<file path="src/rtl/fgsl_pkg.sv">
package fgsl_pkg;

    localparam int PRE_DIV    = 16;
    localparam int CNT_SEL_HI = 512;
    localparam int CNT_SEL_LO = 1024;
    localparam int WIN_SHIFT  = 4;

    localparam int PRE_W   = $clog2(PRE_DIV);
    localparam int TICK_W  = $clog2(2 * CNT_SEL_LO + 1);
    localparam int PULSE_W = TICK_W + PRE_W;
    localparam int REF_W   = $clog2(PRE_DIV * CNT_SEL_LO + 1);

    typedef logic [TICK_W-1:0]  tick_t;
    typedef logic [PULSE_W-1:0] pulse_t;
    typedef logic [REF_W-1:0]   ref_t;

    typedef struct packed {
        logic  edge_ok;
        logic  stall;
        tick_t meas;
    } per_res_t;

    typedef enum logic [1:0] {
        PFD_IDLE = 2'b00,
        PFD_UP   = 2'b01,
        PFD_DN   = 2'b10
    } pfd_st_t;

    function automatic tick_t target_ticks(input logic sel_short);
        return sel_short ? tick_t'(CNT_SEL_HI) : tick_t'(CNT_SEL_LO);
    endfunction

endpackage

</file>
<file path="src/rtl/fgsl_period.sv">
module fgsl_period
    import fgsl_pkg::*;
(
    input  logic     clk,
    input  logic     rst,
    input  logic     fg_rise,
    input  logic     sel_short,
    output per_res_t res
);
    logic [PRE_W-1:0] pre;
    tick_t            per;
    logic             armed;
    logic             tick;
    tick_t            sat;

    assign sat  = target_ticks(sel_short) << 1;
    assign tick = (pre == PRE_W'(PRE_DIV - 1));

    always_comb begin
        res.meas    = per + tick_t'(tick);
        res.stall   = armed && (per >= sat);
        res.edge_ok = fg_rise && armed && !res.stall;
    end

    always_ff @(posedge clk) begin
        if (rst) begin
            pre   <= '0;
            per   <= '0;
            armed <= 1'b0;
        end else if (fg_rise) begin
            pre   <= '0;
            per   <= '0;
            armed <= 1'b1;
        end else begin
            pre <= tick ? '0 : pre + 1'b1;
            if (tick && (per < sat))
                per <= per + 1'b1;
        end
    end
endmodule

</file>
<file path="src/rtl/fgsl_discrim.sv">
module fgsl_discrim
    import fgsl_pkg::*;
(
    input  logic     clk,
    input  logic     rst,
    input  logic     fg_rise,
    input  logic     sel_short,
    input  per_res_t res,
    output logic     spd_drive,
    output logic     spd_accel,
    output logic     lock_n
);
    tick_t                   tgt;
    tick_t                   win;
    tick_t                   mag;
    logic signed [TICK_W:0]  diff;
    logic                    slow;
    logic                    in_win;
    logic                    slot;
    logic                    lock_q;
    logic                    dir_q;
    pulse_t                  pcnt;

    always_comb begin
        tgt    = target_ticks(sel_short);
        win    = tgt >> WIN_SHIFT;
        diff   = $signed({1'b0, res.meas}) - $signed({1'b0, tgt});
        slow   = !diff[TICK_W] && (diff != '0);
        mag    = diff[TICK_W] ? tick_t'(-diff) : tick_t'(diff);
        in_win = (mag <= win);
    end

    always_ff @(posedge clk) begin
        if (rst) begin
            slot   <= 1'b0;
            lock_q <= 1'b1;
            dir_q  <= 1'b0;
            pcnt   <= '0;
        end else begin
            pcnt <= (pcnt != '0) ? pcnt - 1'b1 : '0;
            if (res.stall) begin
                lock_q <= 1'b1;
                slot   <= 1'b0;
                pcnt   <= '0;
            end else if (res.edge_ok) begin
                lock_q <= !in_win;
                slot   <= ~slot;
                if (!slot) begin
                    pcnt  <= pulse_t'(mag) * pulse_t'(PRE_DIV);
                    dir_q <= slow;
                end
            end else if (fg_rise) begin
                slot <= 1'b0;
            end
        end
    end

    assign spd_drive = res.stall || (pcnt != '0);
    assign spd_accel = res.stall || ((pcnt != '0) && dir_q);
    assign lock_n    = lock_q || res.stall;
endmodule

</file>
<file path="src/rtl/fgsl_pfd.sv">
module fgsl_pfd
    import fgsl_pkg::*;
(
    input  logic clk,
    input  logic rst,
    input  logic fg_rise,
    input  logic sel_short,
    output logic ph_up,
    output logic ph_dn
);
    ref_t    ref_cnt;
    ref_t    lim;
    logic    ref_hit;
    pfd_st_t st;
    pfd_st_t st_nx;
    logic    up_pend;
    logic    dn_pend;

    assign lim     = ref_t'(target_ticks(sel_short)) * ref_t'(PRE_DIV) - ref_t'(1);
    assign ref_hit = (ref_cnt >= lim);

    always_comb begin
        up_pend = (st == PFD_UP) || ref_hit;
        dn_pend = (st == PFD_DN) || fg_rise;
        if (up_pend && dn_pend) st_nx = PFD_IDLE;
        else if (up_pend)       st_nx = PFD_UP;
        else if (dn_pend)       st_nx = PFD_DN;
        else                    st_nx = PFD_IDLE;
    end

    always_ff @(posedge clk) begin
        if (rst) begin
            ref_cnt <= '0;
            st      <= PFD_IDLE;
        end else begin
            ref_cnt <= ref_hit ? '0 : ref_cnt + 1'b1;
            st      <= st_nx;
        end
    end

    assign ph_up = (st == PFD_UP);
    assign ph_dn = (st == PFD_DN);
endmodule

</file>
<file path="src/rtl/fg_speed_loop.sv">
module fg_speed_loop
    import fgsl_pkg::*;
(
    input  logic clk,
    input  logic rst,
    input  logic fg_rise,
    input  logic sel_short,
    output logic spd_drive,
    output logic spd_accel,
    output logic lock_n,
    output logic ph_up,
    output logic ph_dn
);
    per_res_t res;

    fgsl_period u_period (
        .clk       (clk),
        .rst       (rst),
        .fg_rise   (fg_rise),
        .sel_short (sel_short),
        .res       (res)
    );

    fgsl_discrim u_discrim (
        .clk       (clk),
        .rst       (rst),
        .fg_rise   (fg_rise),
        .sel_short (sel_short),
        .res       (res),
        .spd_drive (spd_drive),
        .spd_accel (spd_accel),
        .lock_n    (lock_n)
    );

    fgsl_pfd u_pfd (
        .clk       (clk),
        .rst       (rst),
        .fg_rise   (fg_rise),
        .sel_short (sel_short),
        .ph_up     (ph_up),
        .ph_dn     (ph_dn)
    );
endmodule

</file>
<file path="config.mk">
export PLATFORM = sky130hd
export DESIGN_NAME = fg_speed_loop
export DESIGN_NICKNAME = d
export VERILOG_FILES = /design/src/rtl/fgsl_pkg.sv /design/src/rtl/fgsl_period.sv /design/src/rtl/fgsl_discrim.sv /design/src/rtl/fgsl_pfd.sv /design/src/rtl/fg_speed_loop.sv
export SDC_FILE = /design/constraint.sdc
export NUM_CORES = 1
export LEC_CHECK = 0
export CAP_MARGIN = 20
export CORE_MARGIN = 2
export CORE_UTILIZATION = 35
export DETAILED_ROUTE_END_ITERATION = 12
export GPL_TIMING_DRIVEN = 0
export PLACE_DENSITY = 0.5
export SLEW_MARGIN = 20
export SYNTH_ARGS = -nofsm -noshare
export SYNTH_HDL_FRONTEND = slang
export SYNTH_SLANG_ARGS = --single-unit
</file>
<file path="constraint.sdc">
create_clock -name clk -period 4.75 [get_ports clk]
set_input_delay 0.7125 -clock clk [delete_from_list [all_inputs] [get_ports clk]]
set_output_delay 0.7125 -clock clk [all_outputs]
set_load 0.02 [all_outputs]
</file>
After elaboration in Yosys (flattened, before gate mapping):

Index checks and enable logic that the tools add are counted.

* reduce and logical (&&, ||, !) cells: 25
* $add $sub $neg: 8
* mux-type cells: 9
* eq/ne operators: 3
* bitwise gates (word level): 2
* $lt $le $gt $ge: 4

Operators with widths (count)
* 16-bit 2-to-1 mux: 3
* 16-bit nonzero test: 1
* 16-bit by 1-bit subtractor with 16-bit output, second input constant: 1
* 15-bit by 1-bit adder with 15-bit output, second input constant: 1
* 15-bit greater-or-equal comparator: 1
* 15-bit by 1-bit subtractor with 15-bit output, second input constant: 1
* 13-bit nonzero test: 1
* 12-bit by 11-bit subtractor with 13-bit output: 1
* 12-bit by 1-bit adder with 12-bit output: 1
* 12-bit by 1-bit adder with 12-bit output, second input constant: 1
* 12-bit greater-or-equal comparator: 1
* 12-bit by 8-bit <= comparator with 1-bit output: 1
* 12-bit < comparator: 1
* 12-bit 2-to-1 mux: 1
* 12-bit negation: 1
* 11-bit 2-to-1 mux: 1
* 2-bit OR reduction: 4
* 1-bit logical AND: 7
* 3-bit OR reduction: 2
* 1-bit logical OR: 5
* 4-bit by 1-bit adder with 4-bit output, second input constant: 1
* 4-bit == test, second input constant: 1
* 1-bit logical NOT: 3
* 1-bit 2-to-1 mux: 3
* 6 further kinds: 7

* output and inout bits: 5
* bits of input ports: 4
* bits in registers: 53

Longest topological paths before layout:

Gate-level depths: netlist of the first run.

* depth after elaboration: 7
* mapped depth: 19
* gate-level depth less buffers: 18

Hierarchy:

A second synthesis of the first run with hierarchy kept.

* cells, all modules: 388
* area total of the unflattened synthesis: 3279.4 sq um

Modules (own cells, without submodules)
* fgsl_discrim: times used 1, cells each 174, area an instance 1457.6 sq um
* fgsl_period: times used 1, cells each 128, area an instance 1067.3 sq um
* fgsl_pfd: times used 1, cells each 86, area an instance 754.5 sq um

Worst setup path after synthesis of the first run:

OpenSTA, ideal clock, no wires.

* path type: register to register
* start point: register u_period.pre[0]
* end point: register u_discrim.lock_q
* period minus slack after synthesis: 3.801 ns
* required time: 4.619 ns
* library setup time: 0.131 ns
* slack: 0.949 ns
* buffers on the path: 2
* arrival: 3.670 ns
* stages on the path, launching flop included: 20
* path through: dfxtp_1 -> ha_1 -> nand3_1 -> inv_1 -> ha_1 -> ha_1 -> clkbuf_1 -> nand2_1 -> xnor2_1 -> ha_1 -> a21o_1 -> nand3b_1 -> buf_2 -> a21oi_1 -> xnor2_1 -> ha_1 -> and3_1 -> o2111ai_1 -> a2111oi_1 -> a31oi_1

* word-level cells in the longest chain between the ends: 7

RTL lines
* start: declaration: RTL line fgsl_period.sv:10 `logic [PRE_W-1:0] pre;`
* start signal: assignment: RTL line fgsl_period.sv:35 `pre <= tick ? '0 : pre + 1'b1;`
* 4-bit == test *: RTL line fgsl_period.sv:17 `assign tick = (pre == PRE_W'(PRE_DIV - 1));`
* 12-bit by 1-bit adder with 12-bit output *: RTL line fgsl_period.sv:20 `res.meas = per + tick_t'(tick);`
* 12-bit by 11-bit subtractor with 13-bit output *: RTL line fgsl_discrim.sv:27 `diff = $signed({1'b0, res.meas}) - $signed({1'b0, tgt});`
* 12-bit negation: RTL line fgsl_discrim.sv:29 `mag = diff[TICK_W] ? tick_t'(-diff) : tick_t'(diff);`
* 12-bit 2-to-1 mux *: RTL line fgsl_discrim.sv:29
* 12-bit by 8-bit <= comparator with 1-bit output *: RTL line fgsl_discrim.sv:30 `in_win = (mag <= win);`
* 1-bit logical NOT *: RTL line fgsl_discrim.sv:46 `lock_q <= !in_win;`
* end signal: assignment: RTL line fgsl_discrim.sv:46
* end: declaration: RTL line fgsl_discrim.sv:20 `logic lock_q;`

Every way passes the cells marked *; elsewhere a longest branch is shown, timed or not.
A chain may end at the register's enable or synchronous reset.

Worst setup path after layout of the first run:

Same ends and word-level chain as after synthesis.

==> results of run 1 <==
## worst max-delay path: stages, from the launching register on
cell       delay [ns]
dfxtp_1          0.37
ha_1             0.19
nand3_1          0.13
inv_1            0.09
ha_1             0.33
ha_2             0.37
nand2_1          0.09
xnor2_1          0.27
ha_1             0.29
a21o_1           0.18
nand3b_1         0.17
buf_2            0.22
a21oi_1          0.17
xnor2_1          0.15
ha_1             0.32
and3_1           0.17
o2111ai_1        0.15
a2111oi_1        0.42
a31oi_1          0.13
## stage by stage
| stage | hold slack, ns | setup slack [ns] |
|---|---|---|
| 2_1_floorplan | 0.4175 | 0.9491 |
| 3_3_place_gp | 0.4339 | 0.2871 |
| 3_5_place_dp | 0.4459 | 0.2351 |
| 4_1_cts | 0.4626 | 0.1956 |
| 5_1_grt | 0.4800 | 0.1031 |
| 6_report | 0.4599 | 0.4282 |
## power groups by stage
stage	combinational (uW)	clock [uW]	sequential (uW)
CTS	434	296	539
detailed placement	428	0	550
finish	431	284	539
global route	492	313	547
floorplan	349	0	540
global placement	429	0	549
## sequential cells by signal, summed over array words and instances (netlist names)
| register | cells |
|---|---|
| u_discrim.pcnt | 16 |
| u_discrim.slot | 1 |
| u_discrim.lock_q | 1 |
| u_pfd.st | 2 |
| u_discrim.dir_q | 1 |
| u_period.armed | 1 |
| u_period.pre | 4 |
| u_period.per | 12 |
| u_pfd.ref_cnt | 15 |
## Yosys cell counts (2+ instances only)
| cell | n | area [sq um] |
|---|---|---|
| nand3b_1 | 2 | 15.01 |
| xnor2_1 | 30 | 262.8 |
| inv_1 | 18 | 67.56 |
| nand2_1 | 30 | 112.6 |
| and3_1 | 4 | 25.02 |
| o21ai_1 | 2 | 10.01 |
| nor2_1 | 69 | 259.0 |
| nor4_2 | 2 | 25.02 |
| a41oi_1 | 2 | 17.52 |
| buf_2 | 5 | 25.02 |
| buf_1 | 2 | 7.510 |
| a211oi_1 | 3 | 22.52 |
| or2_2 | 4 | 25.02 |
| or4_1 | 2 | 15.01 |
| nand3_1 | 14 | 70.07 |
| dfxtp_1 | 53 | 1061 |
| o31ai_1 | 3 | 22.52 |
| nor2b_1 | 3 | 18.77 |
| a21oi_1 | 13 | 65.06 |
| buf_4 | 2 | 15.01 |
| o211ai_1 | 3 | 22.52 |
| ha_1 | 16 | 200.2 |
| nand4_1 | 9 | 56.30 |
| a22oi_1 | 4 | 30.03 |
| mux2i_1 | 6 | 60.06 |
| and2_1 | 4 | 25.02 |
| nor4_1 | 2 | 12.51 |
| nand2b_1 | 5 | 31.28 |
| nor4b_1 | 2 | 17.52 |
| clkbuf_1 | 10 | 37.54 |
| xor2_1 | 23 | 201.4 |
| o21ai_0 | 10 | 50.05 |
| a31oi_1 | 3 | 18.77 |
| or3_1 | 6 | 37.54 |
| mux2_2 | 2 | 22.52 |
| a21o_1 | 2 | 15.01 |
| nor3_1 | 16 | 80.08 |
## worst min path at each step
stage | cells past startpoint | slack [ns] | end | startpoint
final | 1 | 0.46 | u_period.pre[0] | u_period.pre[0]
after global routing | 2 | 0.48 | u_discrim.dir_q | u_discrim.dir_q
after CTS | 1 | 0.46 | u_period.pre[0] | u_period.pre[0]
after detailed placement | 1 | 0.45 | u_period.pre[0] | u_period.pre[0]
after global placement | 1 | 0.43 | u_period.pre[0] | u_period.pre[0]
after floorplan | 1 | 0.42 | u_period.pre[0] | u_period.pre[0]
## kinds of logic (layout without fill, tap and decap cells)
logic type / Yosys count / in the layout
simple gates: 187 / 187
compound gates: 56 / 56
xor+xnor: 53 / 53
flops: 53 / 53
buf+inv: 37 / 52
fa+ha+maj: 17 / 17
mux: 8 / 8
## final cells by class
| type | instances | area (sq um) |
|---|---|---|
| sequential | 53 | 1061 |
| clock buffer | 5 | 68.82 |
| inverter | 18 | 67.56 |
| fill | 957 | 5585 |
| tap | 129 | 161.4 |
| buffer | 18 | 81.33 |
| clock inverter | 3 | 26.28 |
| multi-input combinational | 321 | 2108 |
| timing repair buffer | 8 | 80.08 |
## metal layers
| metal | track usage | up-vias | routed length [um] |
|---|---|---|---|
| li1 | - | 1444 | - |
| met1 | 0.2155 | 1250 | 3790 |
| met2 | 0.2552 | 33 | 3390 |
| met3 | 0.02277 | 6 | 193 |
| met4 | 0.03742 | 0 | 74 |
| met5 | 0 | - | 0 |
## timing repair
| action | 4_1_cts | 5_1_grt |
|---|---|---|
| endpoints found under the setup margin | 0 | 1 |
| hold endpoints to repair | 0 | 0 |
| hold buffers | 0 | 0 |
| resized for setup | 0 | 1 |
==> summary.json, run 1 <==
{
  "critPathArrivalTime_ns": 4.52,
  "diodes": 0,
  "routed_wire_length_per_instance_um": 13.42,
  "post_drt_via_cell_ratio": 4.924,
  "rsz_0062_raised_after_global_routing": "false",
  "final.period_utilization": 0.9099,
  "power.leakage_uw": 0.001369,
  "grt_start_max_net_pins": 19,
  "synth_cell_types": 62,
  "placementRows": 35,
  "clock_root_buffer": "clkbuf_8",
  "comb_power_share": 0.344,
  "clock_tree.htree_level_count": 2,
  "clkPwrFrac": 0.226,
  "final_core_util": 0.3955,
  "skew_ns": 0.01931,
  "postRouteWirelength_um": 7447,
  "worst_setup_path_category": "register to register",
  "post_synth_inst_count": 411,
  "synth_fp_nets": 432,
  "die_x_um": 101.4,
  "detail_placement_hpwl_um": 5615,
  "dieHeight_um": 101.4,
  "cts_setup_buffers": 0,
  "intPower_uw": 803.3,
  "initial_cell_density_of_the_core": 0.3592,
  "slew_violations": 0,
  "synth_seq_cells": 53,
  "synth_compound_area_frac": 0.1150,
  "coreArea_sq_um": 9240,
  "final-instance-count-excl-fill": 555,
  "synth.mux.area_fraction": 0.02488,
  "insertion_delay_ns": 0.33,
  "worst_r2r_path_depth": 18,
  "remaining_max_slew_budget_at_the_tightest_pin": 0.4747,
  "totalNegativeSetupSlack_ns": 0,
  "globalplace.congestion": 0.8057,
  "simple_gate_fraction_of_synth_area": 0.2884,
  "vias_in_the_first_global_route": 2546,
  "count_of_nets_left_with_antenna_violations_after_detail_routing": 0,
  "synth_xor_xnor_area_share": 0.1398,
  "timing.critical_path.to": "u_discrim.lock_q",
  "grt_antenna_before_repair": 0,
  "dominantRegCellSynth": "dfxtp_1",
  "post-route-cell-area_sq_um": 3655,
  "full_die_area_sq_um": 10280,
  "r2r-start": "u_period.pre[0]",
  "layout_common_cells": "nor2_1 (69), dfxtp_1 (53), xnor2_1 (30), nand2_1 (30), xor2_1 (23)",
  "remaining_drc_errors": 0,
  "placedCellCount": 548,
  "worstPathRequired_ns": 4.95,
  "crit_path_start": "u_period.pre[0]",
  "globalRoute.totalOverflow": 0,
  "drt_first_pass_iters": 4,
  "setup.worst_path.end_class": "register",
  "async_flop_share": 0,
  "max_slew.worst_pin.slew_ns": 0.7771,
  "vias": 2733,
  "finalHoldViolations": 0,
  "grt_pass1_wl_um": 12740,
  "seq_area_frac_synth": 0.3196,
  "combinational_family_with_the_most_area_after_synthesis": "simple AND/OR/NAND/NOR gates",
  "timing.hold.worst.class": "register to register",
  "fmax_ghz": 0.2314,
  "syn2layout_area_growth_pct": 10.10,
  "crit_fanout": 10,
  "fraction_of_layout_cells_with_a_size_suffix_above_1": 0.07512,
  "cts_tree": "done",
  "number_of_failing_setup_endpoints_in_the_final_timing_report": 0,
  "pin_count": 9,
  "ctsLongestPathBuffers": 2,
  "cts.sinks": 53,
  "period_needed_ns": 4.322,
  "grtUsageTotal": 0.1555,
  "synth-edff-count": 0,
  "swShare": 0.3593,
  "timing.max_cap.violations": 0,
  "place.port_buffers": 8,
  "synth_adder_area_share": 0.06634,
  "power.net_switching_uw": 450.5,
  "avgSynthCellArea_sq_um": 8.076,
  "pwrdens_nw_per_um2": 343.1,
  "cp-start-kind": "register",
  "cts_made_buffers": 5,
  "outcome": "completed",
  "yosysWarnings": 0,
  "power.ir.vdd_worst_mv": 0.1491,
  "r2r_end": "u_discrim.lock_q",
  "dr.first_iter.drc_count": 127,
  "pwr-share-seq": 0.430,
  "syn-cell-area_sq_um": 3319,
  "clk_pin_slew_ns": 0.10,
  "layout_commonest_cell": "nor2_1",
  "postPlaceCellArea_sq_um": 3561,
  "regToRegSetupSlack_ns": 0.43,
  "final_nets": 446,
  "post-layout-total-power_uw": 1254
}
(Power assumes the default switching activity.)
==> run 2, diff against run 1 <==
--- a/config.mk
+++ b/config.mk
@@ -10,7 +10,7 @@
 export CORE_UTILIZATION = 35
 export DETAILED_ROUTE_END_ITERATION = 12
 export GPL_TIMING_DRIVEN = 0
-export PLACE_DENSITY = 0.5
+export PLACE_DENSITY_LB_ADDON = 0.25
 export SLEW_MARGIN = 20
 export SYNTH_ARGS = -nofsm -noshare
 export SYNTH_HDL_FRONTEND = slang
==> run 2 against run 1 <==
Register-to-register slack gained 0.06 ns. Utilization barely moved. Cell count is the same. Clock power about the same. Clock skew shrank 0.0062 ns. Global-route usage decreased by 0.44 points. Critical path type unchanged. Largest power group unchanged.
==> summary.json, run 2 (synthesized netlist as in run 1, its figures left out) <==
{
  "outcome": "completed",
  "layout_common_cells": "nor2_1 (69), dfxtp_1 (53), xnor2_1 (30), nand2_1 (30), xor2_1 (23)",
  "cts_resized": {"value": 0, "change": "unchanged"},
  "clock_tree.htree_level_count": {"value": 2, "change": "unchanged"},
  "power.leakage": {"value": 0.001377, "unit": "uW", "change": "+0.61%"},
  "grt_start_max_net_pins": {"value": 20, "change": "+1"},
  "fraction_of_layout_cells_with_a_size_suffix_above_1": {"value": 0.07512, "change": "unchanged"},
  "critPathArrivalTime": {"value": 4.47, "unit": "ns", "change": "-0.05 ns"},
  "timing.hold.worst.class": "register to register",
  "r2r-start": "u_period.pre[0]",
  "multi_input_comb_area": {"value": 2108, "unit": "sq um", "change": "unchanged"},
  "cts_setup_buffers": {"value": 0, "change": "unchanged"},
  "post_drt_via_cell_ratio": {"value": 5.013, "change": "+1.8%"},
  "r2r_end": "u_discrim.lock_q",
  "power.ir.vdd_worst": {"value": 0.1549, "unit": "mV", "change": "+3.9%"},
  "drt_first_pass_iters": {"value": 4, "change": "unchanged"},
  "clock_root_buffer": "clkbuf_8",
  "layout_commonest_cell": "nor2_1",
  "whs_path_depth": {"value": 1, "change": "unchanged"},
  "worst_r2r_path_depth": {"value": 18, "change": "unchanged"},
  "postRouteWirelength": {"value": 7146, "unit": "um", "change": "-4.0%"},
  "cts-hold-fix-buffers": {"value": 0, "change": "unchanged"},
  "globalRoute.totalOverflow": {"value": 0, "change": "unchanged"},
  "full_die_area": {"value": 10280, "unit": "sq um", "change": "unchanged"},
  "grt_pass1_wl": {"value": 12560, "unit": "um", "change": "-1.5%"},
  "top_register": "u_discrim.pcnt",
  "globalplace.congestion": {"value": 0.8426, "change": "+4.6%"},
  "cts_tree": "done",
  "rsz_0062_raised_after_global_routing": "false",
  "placementRows": {"value": 35, "change": "unchanged"},
  "ctsLongestPathBuffers": {"value": 2, "change": "unchanged"},
  "grtUsageTotal": {"value": 0.1511, "change": "-0.004425"},
  "die_x": {"value": 101.4, "unit": "um", "change": "unchanged"},
  "max_slew.worst_pin.slew": {"value": 0.7103, "unit": "ns", "change": "-0.06677 ns"},
  "count_of_nets_left_with_antenna_violations_after_detail_routing": {"value": 0, "change": "unchanged"},
  "syn2layout_area_growth": {"value": 10.18, "unit": "%", "change": "about the same"},
  "timing.max_cap.violations": {"value": 0, "change": "unchanged"},
  "cts.sinks": {"value": 53, "change": "unchanged"},
  "hold_start": "u_period.pre[0]",
  "pwrdens": {"value": 341.5, "unit": "nW/um^2", "change": "-0.47%"},
  "remaining_max_slew_budget_at_the_tightest_pin": {"value": 0.5198, "change": "+0.04514"},
  "worst_hold_path.endpoint": "u_period.pre[0]",
  "vias_in_the_first_global_route": {"value": 2675, "change": "+5.1%"},
  "regToRegSetupSlack": {"value": 0.48, "unit": "ns", "change": "+0.06 ns"},
  "dieHeight": {"value": 101.4, "unit": "um", "change": "unchanged"},
  "cp-start-kind": "register",
  "n_fill_cell": {"value": 987, "change": "+3.1%"},
  "totalNegativeSetupSlack": {"value": 0, "unit": "ns", "change": "unchanged"},
  "worst_setup_path_category": "register to register",
  "reg_top3": "u_discrim.pcnt x16, u_pfd.ref_cnt x15, u_period.per x12",
  "clk_pin_slew": {"value": 0.11, "unit": "ns", "change": "about the same"},
  "diodes": {"value": 0, "change": "unchanged"},
  "period_needed": {"value": 4.265, "unit": "ns", "change": "-0.05662 ns"},
  "cts_made_buffers": {"value": 5, "change": "unchanged"},
  "coreArea": {"value": 9240, "unit": "sq um", "change": "unchanged"},
  "detail_placement_hpwl": {"value": 5465, "unit": "um", "change": "-2.7%"},
  "finalHoldViolations": {"value": 0, "change": "unchanged"},
  "ff_latch_area": {"value": 1061, "unit": "sq um", "change": "unchanged"},
  "remaining_drc_errors": {"value": 0, "change": "unchanged"},
  "insertion_delay": {"value": 0.31, "unit": "ns", "change": "-0.02 ns"},
  "slew_violations": {"value": 0, "change": "unchanged"},
  "dr.first_iter.drc_count": {"value": 161, "change": "+27%"},
  "place.port_buffers": {"value": 8, "change": "unchanged"},
  "grt_antenna_before_repair": {"value": 0, "change": "unchanged"},
  "final_nets": {"value": 446, "change": "unchanged"},
  "initial_cell_density_of_the_core": {"value": 0.3592, "change": "unchanged"},
  "vias": {"value": 2782, "change": "+1.8%"},
  "worstPathRequired": {"value": 4.95, "unit": "ns", "change": "about the same"},
  "fmax": {"value": 0.2345, "unit": "GHz", "change": "+1.3%"},
  "largest_reg_flops": {"value": 16, "change": "unchanged"},
  "setup.worst_path.end_class": "register",
  "number_of_failing_setup_endpoints_in_the_final_timing_report": {"value": 0, "change": "unchanged"},
  "final.period_utilization": {"value": 0.8979, "change": "-0.01192"},
  "routed_wire_length_per_instance": {"value": 12.88, "unit": "um", "change": "-4.0%"},
  "hold-worst-slack": {"value": 0.4640, "unit": "ns", "change": "+0.004089 ns"},
  "pin_count": {"value": 9, "change": "unchanged"},
  "crit_fanout": {"value": 10, "change": "unchanged"},
  "skew": {"value": 0.01306, "unit": "ns", "change": "-0.006247 ns"}
}
## run 2: worst max-delay path, stage by stage (launching register included)
cell and delay [ns]:
dfxtp_1 0.37, ha_1 0.20, nand3_1 0.12, inv_1 0.10, ha_1 0.32, ha_2 0.39, nand2_1 0.10, xnor2_1 0.22
ha_1 0.27, a21o_1 0.19, nand3b_1 0.17, buf_2 0.22, a21oi_1 0.17, xnor2_1 0.15, ha_1 0.32, and3_1 0.16
o2111ai_1 0.13, a2111oi_1 0.43, a31oi_1 0.12
## run 2: stage by stage
| stage | cell area (sq um) | util | std cells | power, uW | setup slack [ns] |
|---|---|---|---|---|---|
| floorplan | 3319 | - | 411 | 889.0 | 0.9491 |
| global placement | 3561 | 0.3854 | 548 | 969.2 | 0.3065 |
| detailed placement | 3561 | 0.3854 | 548 | 977.1 | 0.2615 |
| CTS | 3659 | 0.3959 | 556 | 1264 | 0.2454 |
| global route | 3657 | 0.3958 | 555 | 1341 | 0.06630 |
| finish | 3657 | 0.3958 | 555 | 1249 | 0.4848 |
## run 2: cell type report
| type | instances | share of cell area |
|---|---|---|
| multi-input cells | 321 | 0.5765 |
| flip-flops and latches | 53 | 0.2901 |
| well taps | 129 | 0.04413 |
| plain buffers | 18 | 0.02224 |
| repair buffers | 8 | 0.02190 |
| clock buffers | 5 | 0.01882 |
| inverters | 18 | 0.01847 |
| clock inverters | 3 | 0.007869 |
## run 2: power by group
group / switching, uW / internal, uW / leakage [uW] / total, uW
clock: 173 / 111 / 0.0000506 / 284
combinational: 225 / 201 / 0.000896 / 426
sequential: 44.7 / 494 / 0.000431 / 539
## run 2: worst max-delay path by stage
stage               slack (ns)  cells past startpoint             from               end
finish                    0.48                     18  u_period.pre[0]  u_discrim.lock_q
global route              0.07                     18  u_period.pre[0]  u_discrim.lock_q
CTS                       0.25                     19  u_period.pre[0]  u_discrim.lock_q
detailed placement        0.26                     19  u_period.pre[0]  u_discrim.lock_q
global placement          0.31                     19  u_period.pre[0]  u_discrim.lock_q
floorplan                 0.95                     19  u_period.pre[0]  u_discrim.lock_q
## run 2: per-layer routing
metal / track usage / routed length, um / vias up
met5: 0 / 0 / -
met4: 0.03534 / 90 / 0
met3: 0.03106 / 219 / 11
met2: 0.2445 / 3228 / 39
met1: 0.2073 / 3607 / 1287
li1: - / - / 1445
